### src/rtl/irqc_pkg.sv
package irqc_pkg;
  localparam int IRQ_W  = 8;
  localparam int CODE_W = 2;

  localparam int B_SSW = 1;
  localparam int B_MSW = 3;
  localparam int B_STM = 5;
  localparam int B_MTM = 7;

  localparam logic [2:0] SEL_MPEND = 3'd0;
  localparam logic [2:0] SEL_MEN   = 3'd1;
  localparam logic [2:0] SEL_SPEND = 3'd2;
  localparam logic [2:0] SEL_SEN   = 3'd3;
  localparam logic [2:0] SEL_TCMP  = 3'd4;

  localparam logic [1:0] PRIV_U = 2'd0;
  localparam logic [1:0] PRIV_S = 2'd1;
  localparam logic [1:0] PRIV_M = 2'd3;

  localparam logic [CODE_W-1:0] CODE_SW   = 2'd0;
  localparam logic [CODE_W-1:0] CODE_TMR  = 2'd1;
  localparam logic [CODE_W-1:0] CODE_HOST = 2'd2;

  localparam logic [IRQ_W-1:0] MPEND_WMASK = (IRQ_W'(1) << B_SSW) | (IRQ_W'(1) << B_MSW) | (IRQ_W'(1) << B_STM);
  localparam logic [IRQ_W-1:0] MEN_WMASK   = MPEND_WMASK | (IRQ_W'(1) << B_MTM);
  localparam logic [IRQ_W-1:0] SPEND_WMASK = IRQ_W'(1) << B_SSW;
  localparam logic [IRQ_W-1:0] SUP_MASK    = (IRQ_W'(1) << B_SSW) | (IRQ_W'(1) << B_STM);
endpackage

### src/rtl/irqc_timer.sv
module irqc_timer #(
  parameter int XLEN = 64
) (
  input  logic            clk,
  input  logic            rst_n,
  input  logic [XLEN-1:0] time_i,
  input  logic            cmp_we_i,
  input  logic [XLEN-1:0] cmp_wdata_i,
  output logic [XLEN-1:0] cmp_o,
  output logic            mtip_o
);
  logic [XLEN-1:0] cmp_q;
  logic            mtip_q;
  logic            hit;

  assign hit = (time_i >= cmp_q);

  always_ff @(posedge clk or negedge rst_n) begin
    if (!rst_n) begin
      cmp_q  <= '1;
      mtip_q <= 1'b0;
    end else begin
      if (cmp_we_i) cmp_q <= cmp_wdata_i;
      mtip_q <= cmp_we_i ? 1'b0 : (mtip_q | hit);
    end
  end

  assign cmp_o  = cmp_q;
  assign mtip_o = mtip_q;

  AST_MATCH_SETS_PENDING: assert property (@(posedge clk) disable iff (!rst_n) (hit && !cmp_we_i) |=> mtip_o);
  AST_PENDING_STICKY: assert property (@(posedge clk) disable iff (!rst_n) (mtip_o && !cmp_we_i) |=> mtip_o);
  AST_CMP_WRITE_CLEARS: assert property (@(posedge clk) disable iff (!rst_n) cmp_we_i |=> !mtip_o);
endmodule

### src/rtl/irqc_regs.sv
module irqc_regs
  import irqc_pkg::*;
(
  input  logic             clk,
  input  logic             rst_n,
  input  logic             csr_we_i,
  input  logic [2:0]       csr_sel_i,
  input  logic [IRQ_W-1:0] csr_wdata_i,
  input  logic             ipi_i,
  input  logic             mtip_i,
  output logic [IRQ_W-1:0] pend_o,
  output logic [IRQ_W-1:0] en_o
);
  logic [IRQ_W-1:0] pend_q, pend_d;
  logic [IRQ_W-1:0] en_q, en_d;

  always_comb begin
    pend_d = pend_q;
    en_d   = en_q;
    if (csr_we_i) begin
      case (csr_sel_i)
        SEL_MPEND: pend_d = (pend_q & ~MPEND_WMASK) | (csr_wdata_i & MPEND_WMASK);
        SEL_SPEND: pend_d = (pend_q & ~SPEND_WMASK) | (csr_wdata_i & SPEND_WMASK);
        SEL_MEN:   en_d   = (en_q & ~MEN_WMASK) | (csr_wdata_i & MEN_WMASK);
        SEL_SEN:   en_d   = (en_q & ~SUP_MASK) | (csr_wdata_i & SUP_MASK);
        default:   ;
      endcase
    end
    if (ipi_i) pend_d[B_MSW] = 1'b1;
    pend_d[B_MTM] = 1'b0;
  end

  always_ff @(posedge clk or negedge rst_n) begin
    if (!rst_n) begin
      pend_q <= '0;
      en_q   <= '0;
    end else begin
      pend_q <= pend_d;
      en_q   <= en_d;
    end
  end

  always_comb begin
    pend_o        = pend_q;
    pend_o[B_MTM] = mtip_i;
  end
  assign en_o = en_q;

  AST_IPI_SETS_MSW: assert property (@(posedge clk) disable iff (!rst_n) ipi_i |=> pend_o[B_MSW]);
  AST_SPEND_WRITE_KEEPS_STM: assert property (@(posedge clk) disable iff (!rst_n)
    (csr_we_i && csr_sel_i == SEL_SPEND) |=> $stable(pend_o[B_STM]));
  AST_SEN_WRITE_KEEPS_MACHINE: assert property (@(posedge clk) disable iff (!rst_n)
    (csr_we_i && csr_sel_i == SEL_SEN) |=> ($stable(en_o[B_MSW]) && $stable(en_o[B_MTM])));
endmodule

### src/rtl/irqc_arb.sv
module irqc_arb
  import irqc_pkg::*;
#(
  parameter int XLEN = 64
) (
  input  logic [IRQ_W-1:0] pend_i,
  input  logic [IRQ_W-1:0] en_i,
  input  logic [1:0]       priv_i,
  input  logic             gie_i,
  input  logic             host_valid_i,
  output logic             req_o,
  output logic [XLEN-1:0]  cause_o
);
  logic [IRQ_W-1:0]  act;
  logic              m_ok, s_ok;
  logic [CODE_W-1:0] code;
  logic              unused_bits;

  assign act         = pend_i & en_i;
  assign unused_bits = ^{act[0], act[2], act[4], act[6]};
  assign m_ok = (priv_i < PRIV_M) || ((priv_i == PRIV_M) && gie_i);
  assign s_ok = (priv_i < PRIV_S) || ((priv_i == PRIV_S) && gie_i);

  always_comb begin
    req_o = 1'b1;
    code  = CODE_SW;
    if (m_ok && act[B_MSW])      code = CODE_SW;
    else if (m_ok && act[B_MTM]) code = CODE_TMR;
    else if (m_ok && host_valid_i) code = CODE_HOST;
    else if (s_ok && act[B_SSW]) code = CODE_SW;
    else if (s_ok && act[B_STM]) code = CODE_TMR;
    else                         req_o = 1'b0;
  end

  assign cause_o = req_o ? ({1'b1, {(XLEN-1){1'b0}}} | XLEN'(code)) : '0;
endmodule

### src/rtl/irqc_top.sv
module irqc_top
  import irqc_pkg::*;
#(
  parameter int XLEN = 64
) (
  input  logic            clk,
  input  logic            rst_n,
  input  logic [XLEN-1:0] time_i,
  input  logic [1:0]      priv_i,
  input  logic            gie_i,
  input  logic            host_valid_i,
  input  logic            ipi_i,
  input  logic            csr_we_i,
  input  logic [2:0]      csr_sel_i,
  input  logic [XLEN-1:0] csr_wdata_i,
  output logic [XLEN-1:0] csr_rdata_o,
  output logic            irq_req_o,
  output logic [XLEN-1:0] irq_cause_o
);
  localparam int PAD_W = XLEN - IRQ_W;

  logic [XLEN-1:0]  cmp;
  logic             mtip;
  logic             cmp_we;
  logic [IRQ_W-1:0] pend, en;

  assign cmp_we = csr_we_i && (csr_sel_i == SEL_TCMP);

  irqc_timer #(.XLEN(XLEN)) u_timer (
    .clk(clk), .rst_n(rst_n), .time_i(time_i),
    .cmp_we_i(cmp_we), .cmp_wdata_i(csr_wdata_i),
    .cmp_o(cmp), .mtip_o(mtip)
  );

  irqc_regs u_regs (
    .clk(clk), .rst_n(rst_n), .csr_we_i(csr_we_i), .csr_sel_i(csr_sel_i),
    .csr_wdata_i(csr_wdata_i[IRQ_W-1:0]), .ipi_i(ipi_i), .mtip_i(mtip),
    .pend_o(pend), .en_o(en)
  );

  irqc_arb #(.XLEN(XLEN)) u_arb (
    .pend_i(pend), .en_i(en), .priv_i(priv_i), .gie_i(gie_i),
    .host_valid_i(host_valid_i), .req_o(irq_req_o), .cause_o(irq_cause_o)
  );

  always_comb begin
    case (csr_sel_i)
      SEL_MPEND: csr_rdata_o = {{PAD_W{1'b0}}, pend};
      SEL_MEN:   csr_rdata_o = {{PAD_W{1'b0}}, en};
      SEL_SPEND: csr_rdata_o = {{PAD_W{1'b0}}, pend & SUP_MASK};
      SEL_SEN:   csr_rdata_o = {{PAD_W{1'b0}}, en & SUP_MASK};
      SEL_TCMP:  csr_rdata_o = cmp;
      default:   csr_rdata_o = '0;
    endcase
  end

  AST_CAUSE_MSB_WITH_REQ: assert property (@(posedge clk) disable iff (!rst_n) irq_req_o |-> irq_cause_o[XLEN-1]);
  AST_CAUSE_ZERO_IDLE: assert property (@(posedge clk) disable iff (!rst_n) !irq_req_o |-> (irq_cause_o == '0));
  AST_HOST_FROM_USER: assert property (@(posedge clk) disable iff (!rst_n) (host_valid_i && priv_i == PRIV_U) |-> irq_req_o);
  AST_MACHINE_MASKED: assert property (@(posedge clk) disable iff (!rst_n)
    (priv_i == PRIV_M && !gie_i) |-> !irq_req_o);
  AST_MPEND_NO_MTM_WRITE: assert property (@(posedge clk) disable iff (!rst_n)
    (csr_we_i && csr_sel_i == SEL_MPEND && !pend[B_MTM]) |=> !pend[B_MTM] || $past(time_i >= cmp));
endmodule

### config.mk
export PLATFORM = sky130hd
export DESIGN_NAME = irqc_top
export DESIGN_NICKNAME = d
export VERILOG_FILES = /design/src/rtl/irqc_pkg.sv /design/src/rtl/irqc_timer.sv /design/src/rtl/irqc_regs.sv /design/src/rtl/irqc_arb.sv /design/src/rtl/irqc_top.sv
export SDC_FILE = /design/constraint.sdc
export NUM_CORES = 1
export LEC_CHECK = 0
export ABC_AREA = 1
export BUFFER_PORTS_ARGS = -buffer_cell sky130_fd_sc_hd__buf_2
export CORE_MARGIN = 2
export CORE_UTILIZATION = 50
export DETAILED_ROUTE_END_ITERATION = 7
export GPL_TIMING_DRIVEN = 0
export PLACE_DENSITY = 0.93
export SYNTH_ARGS = -nofsm -noshare
export SYNTH_HDL_FRONTEND = slang
export SYNTH_SLANG_ARGS = --single-unit
export TNS_END_PERCENT = 10
### constraint.sdc
create_clock -name clk -period 4.5 [get_ports clk]
set_clock_uncertainty 0.15 [all_clocks]
set_input_delay 0.45 -clock clk [delete_from_list [all_inputs] [get_ports clk]]
set_output_delay 0.45 -clock clk [all_outputs]
set_load 0.05 [all_outputs]
* After elaboration in Yosys (flattened, before gate mapping)
Index checks and enable logic that the tools add are counted.
** Storage, ports and cells
- Input bits :: 139
- Register bits :: 80
- Output and inout port bits :: 129
** Cells by class
- Equal/unequal tests :: 6
- Order comparisons :: 3
- Bitwise logic cells :: 6
- Reduce and logical (&&, ||, !) cells :: 18
- Muxes and demuxes :: 17
** Operators by type and width (number)
- 64-bit one-hot mux with 5 select lines :: 1
- 64-bit greater-or-equal comparator :: 1
- 64-bit two-way mux :: 1
- 8-bit one-hot mux with 2 select lines :: 1
- 7-bit one-hot mux with 2 select lines :: 1
- 8-bit AND :: 1
- 1-bit logical AND :: 8
- 1-bit two-way mux :: 8
- 2-bit two-way mux :: 4
- 7-bit by 8-bit bitwise OR with 8-bit output :: 1
- 8-bit by 6-bit bitwise OR with 8-bit output :: 1
- 7-bit by 2-bit bitwise OR with 7-bit output :: 1
- 7-bit by 6-bit bitwise OR with 7-bit output :: 1
- 3-bit by 2-bit == test with 1-bit output, second input constant :: 2
- 2-bit AND reduction :: 3
- 2-bit nonzero test :: 3
- 4-bit two-way mux :: 1
- 3-bit by 1-bit == test with 1-bit output, second input constant :: 1
- 3-bit == test, second input constant :: 1
- 3-bit logical NOT :: 1
- 3-bit nonzero test :: 1
- 2-bit by 1-bit == test with 1-bit output, second input constant :: 1
- 2-bit == test, second input constant :: 1
- 1-bit logical OR :: 2
- other kinds (3) :: 3

* Logic depth before layout (Yosys ltp)
- Depth after elaboration :: 10
- Gate-level depth with buffers :: 15
- Depth with buffers taken out :: 15

* Modules after synthesis
A second synthesis with hierarchy kept.
** Unflattened totals
- Cells, all modules :: 789
- Area, all modules :: 5944.5 sq um
** Modules (own cells, without submodules)
- irqc_timer :: area each 4056.4 sq um, cells an instance 492, instances 1
- irqc_top :: area each 940.9 sq um, cells an instance 166, instances 1
- irqc_arb :: area each 574.3 sq um, cells an instance 86, instances 1
- irqc_regs :: area each 372.9 sq um, cells an instance 45, instances 1

* Least setup slack after synthesis
OpenSTA, ideal clock, no wires.
- Path kind :: input to output
- Start point :: input port gie_i
- End point :: output port irq_cause_o[0]
- Slack :: 1946 ps
- Cell stages on the path :: 5
- Arrival time :: 1954 ps
- Cells stage by stage :: inv_1 -> a21oi_1 -> and3_1 -> nand2_1 -> a21boi_0
** Between the ends
- Word-level cells in the longest chain between the ends :: 9
- Elaborated cells between the ends (all ways) :: 20
- Classes of those cells :: mux (11); reduce/logical (9)
** RTL lines
- start: declaration :: line irqc_top.sv:10 : input logic gie_i,
- 1-bit logical AND :: line irqc_arb.sv:22 : assign s_ok = (priv_i < PRIV_S) || ((priv_i == PRIV_S) && gie_i);
- 1-bit logical OR :: line irqc_arb.sv:22
- 1-bit logical AND :: line irqc_arb.sv:31 : else if (s_ok && act[B_STM]) code = CODE_TMR;
- 1-bit two-way mux :: line irqc_arb.sv:31
- 2-bit two-way mux / 1-bit two-way mux (equally long branches) :: line irqc_arb.sv:30 : else if (s_ok && act[B_SSW]) code = CODE_SW;
- 2-bit two-way mux / 1-bit two-way mux (equally long branches) :: line irqc_arb.sv:29 : else if (m_ok && host_valid_i) code = CODE_HOST;
- 2-bit two-way mux / 1-bit two-way mux (equally long branches) :: line irqc_arb.sv:28 : else if (m_ok && act[B_MTM]) code = CODE_TMR;
- 2-bit two-way mux / 1-bit two-way mux (equally long branches) :: line irqc_arb.sv:27 : if (m_ok && act[B_MSW]) code = CODE_SW;
- 64-bit two-way mux (*) :: line irqc_arb.sv:35 : assign cause_o = req_o ? ({1'b1, {(XLEN-1){1'b0}}} | XLEN'(code)) : '0;
- end: declaration :: line irqc_top.sv:18 : output logic [XLEN-1:0] irq_cause_o
Every way passes the cells marked *; elsewhere a longest branch is shown, timed or not.

* Worst setup path after layout
- Start point :: input port csr_sel_i[0]
- End point :: output port csr_rdata_o[36]
** Between the ends
- Word-level cells in the longest chain between the ends :: 2
- Elaborated cells between the ends (all ways) :: 6
- Classes of those cells :: eq/ne (4); mux (1); reduce/logical (1)
** RTL lines
- start: declaration :: line irqc_top.sv:14 : input logic [2:0] csr_sel_i,
- 3-bit == test, or another cell as far along :: line irqc_top.sv:47 : case (csr_sel_i)
- 64-bit one-hot mux with 5 select lines (*) :: line irqc_top.sv:47
- end: declaration :: line irqc_top.sv:16 : output logic [XLEN-1:0] csr_rdata_o,
Marked as above.

==> impl_metrics.json <==
{
  "maxCapViolCount": 0,
  "synth_seq_cells": 72,
  "critical_path.top_delay_family": "buffers and inverters",
  "dp_hpwl_um": 12100,
  "io_buffers": 206,
  "grt_use_total_pct": 26.2,
  "die-area_mm2": 0.0114,
  "cts_max_level": 3,
  "post_cts_resize_count": 0,
  "dr_wl_met3_um": 1080,
  "dr.pass1.iters": 4,
  "cts_buffers": 9,
  "fin_nets": 1174,
  "cp.required_ns": 3.90,
  "critical_path.most_common_cell": "buf_2",
  "clock_latency_ns": 0.34,
  "fin_cells": 1112,
  "critPathBufInv": 3,
  "rsz0062_at_grt": "no",
  "final-hold-violation-count": 0,
  "drt-initial-drc-count": 245,
  "netSwitchingPower_w": 0.000928,
  "tightest_slew_ns": 0.909,
  "cts_tree": "done",
  "core_area_mm2": 0.0103,
  "start_util_pct": 51.4,
  "route.antenna.remaining_nets": 0,
  "clock-sinks": 72,
  "vdd.ir_drop.worst_v": 0.000246,
  "critPathArrivalTime_ns": 1.83,
  "relSlewSlack_pct": 39.4,
  "top_layer": "met4",
  "post-place-cells": 1096,
  "gp_congestion": 0.936,
  "yosysWarnings": 0,
  "fillerInstances": 863,
  "setup_viol": 0,
  "finalPower_w": 0.00246,
  "drcViolationCount": 0,
  "die_w_um": 107,
  "cpPeakStageDelay_ns": 0.38,
  "synth.distinct_cells": 26,
  "synth_seq_area_share_pct": 35.6,
  "p_sw_share_pct": 37.7,
  "pin_count": 268,
  "via_per_inst": 4.70,
  "cts.path.max_buffers": 2,
  "grt_pass1_vias": 5076,
  "p_seq_share_pct": 36.7,
  "clockPowerShare_pct": 24.5,
  "holdBufCountCts": 0,
  "p_leak_nw": 3.96,
  "drive_gt1_share_pct": 37.4,
  "placementRows": 37,
  "cp_max_fo": 10,
  "grt_max_degree": 73,
  "fin_crit_sh_pct": 53.9,
  "p_int_w": 0.00153,
  "routed_wl_um": 15100,
  "grt_antenna_before_repair": 0,
  "startpoint_type": "input port",
  "finalCriticalPeriod_ns": 2.43,
  "area_delta_synth_final_pct": 31.6,
  "regArea_mm2": 0.00188,
  "status": "finished, final reports clean",
  "path_class": "in -> out",
  "worstHoldPathType": "in -> async",
  "num_antenna_cells": 0,
  "path_cells": "buf_2 > nor2_2 > nand2_4 > clkbuf_1 > nor2_1 > buf_2",
  "wl_per_cell_um": 13.6,
  "max_freq_ghz": 0.412,
  "grt_overflow": 0,
  "grt_pass1_wl_um": 23400,
  "pwr_density_cell_mw_per_mm2": 354,
  "clkTransAtPathRegs_ns": 0.07,
  "multiInputGateArea_mm2": 0.00268,
  "cp_slowest_cell": "clkbuf_1",
  "die_h_um": 107,
  "syn_avg_cell_area_um2": 7.61,
  "reg2reg_slack_ns": 2.43,
  "end_kind": "output pin",
  "vias": 5221,
  "met1_length_um": 6020,
  "setup_tns_ns": 0,
  "syn_inst": 694,
  "drv_slew": 0,
  "postCtsSetupBuffers": 0,
  "clockRootBuffer": "clkbuf_8",
  "combPwrFrac_pct": 38.8,
  "synth_area_mm2": 0.00528,
  "met2RoutedLength_um": 7750
}
-- logic make-up after synthesis --
group / share of synthesized area (%)
compound gates: 11.1
fa+ha+maj: 15.2
buf+inv: 17.8
flops: 35.6
mux: 0.213
other cells: 0.0710
simple gates: 20.0
-- power groups by stage --
stage / Combinational, W / Clock, W / Sequential [W]
5_1_grt: 0.00107 / 0.000647 / 0.000917
3_3_place_gp: 0.000910 / 0 / 0.000903
4_1_cts: 0.000950 / 0.000615 / 0.000902
6_report: 0.000953 / 0.000603 / 0.000902
3_5_place_dp: 0.000946 / 0 / 0.000913
2_1_floorplan: 0.000708 / 0 / 0.000898
-- Yosys cell counts --
| library cell | number | area [um2] |
|---|---|---|
| and3_1 | 2 | 12.5 |
| dfrtp_1 | 8 | 200 |
| buf_2 | 5 | 25.0 |
| nor2_4 | 1 | 11.3 |
| conb_1 | 1 | 3.75 |
| inv_1 | 96 | 360 |
| o21ai_0 | 69 | 345 |
| nor3_1 | 3 | 15.0 |
| o21ai_1 | 10 | 50.1 |
| ha_1 | 64 | 801 |
| buf_6 | 1 | 11.3 |
| nand4_1 | 7 | 43.8 |
| dfstp_2 | 64 | 1680 |
| nor2_2 | 1 | 6.26 |
| nand2_4 | 1 | 11.3 |
| nand2_1 | 146 | 548 |
| buf_4 | 69 | 518 |
| o211ai_1 | 4 | 30.0 |
| a21oi_1 | 28 | 140 |
| nor2_1 | 89 | 334 |
| nand3_1 | 13 | 65.1 |
| a21boi_0 | 1 | 7.51 |
| mux2_2 | 1 | 11.3 |
| nand3b_1 | 1 | 7.51 |
| clkbuf_1 | 7 | 26.3 |
| a21o_1 | 2 | 15.0 |
-- layout make-up --
type,count,area share (%)
clock buffer,12,2.38
buffer,82,8.35
tap,136,2.45
clock inverter,4,1.08
timing repair buffer,206,14.9
inverter,96,5.18
multi-input combinational,504,38.6
sequential,72,27.1
-- per-layer routing --
layer | vias to the layer above | GRT usage [%]
met4 | 0 | 7.51
met5 | - | 0
met3 | 26 | 4.26
met2 | 220 | 47.6
met1 | 2353 | 31.7
li1 | 2622 | -
-- registers in the layout, summed over array words and instances (netlist names) --
name	cells
u_regs.en_o	4
u_timer.mtip_o	1
u_timer.cmp_o	64
u_regs.pend_q	3
-- final timing paths --
| path | from | to | depth (start not counted) |
|---|---|---|---|
| max in group asynchronous | rst_n | u_regs.pend_q[5] | 1 |
| min | rst_n | u_timer.mtip_o | 1 |
| min reg2reg | u_timer.cmp_o[19] | u_timer.cmp_o[19] | 2 |
| min in group clk | csr_wdata_i[23] | u_timer.cmp_o[23] | 3 |
| max | csr_sel_i[0] | csr_rdata_o[36] | 6 |
| max reg2reg | u_timer.cmp_o[63] | u_timer.mtip_o | 10 |
-- metrics by stage --
step	instance area (um2)	hold WS, ns	utilization (%)	setup WS [ns]
floorplan	5510	0.00441	-	1.95
global placement	6710	0.348	65.3	2.09
detailed placement	6710	0.360	65.3	2.06
CTS	6950	0.120	67.6	2.06
global route	6950	0.148	67.6	1.99
finish	6950	0.119	67.6	2.07
-- cell usage in the layout (no fill, tap or decap), types with 28 or more instances in the layout --
cell type / instances
buf_2: 210
buf_4: 70
nand2_1: 146
conb_1: 61
inv_1: 96
o21ai_0: 69
a21oi_1: 28
ha_1: 64
nor2_1: 89
dfstp_2: 64
No activity file was read; power rests on OpenSTA's default activity.
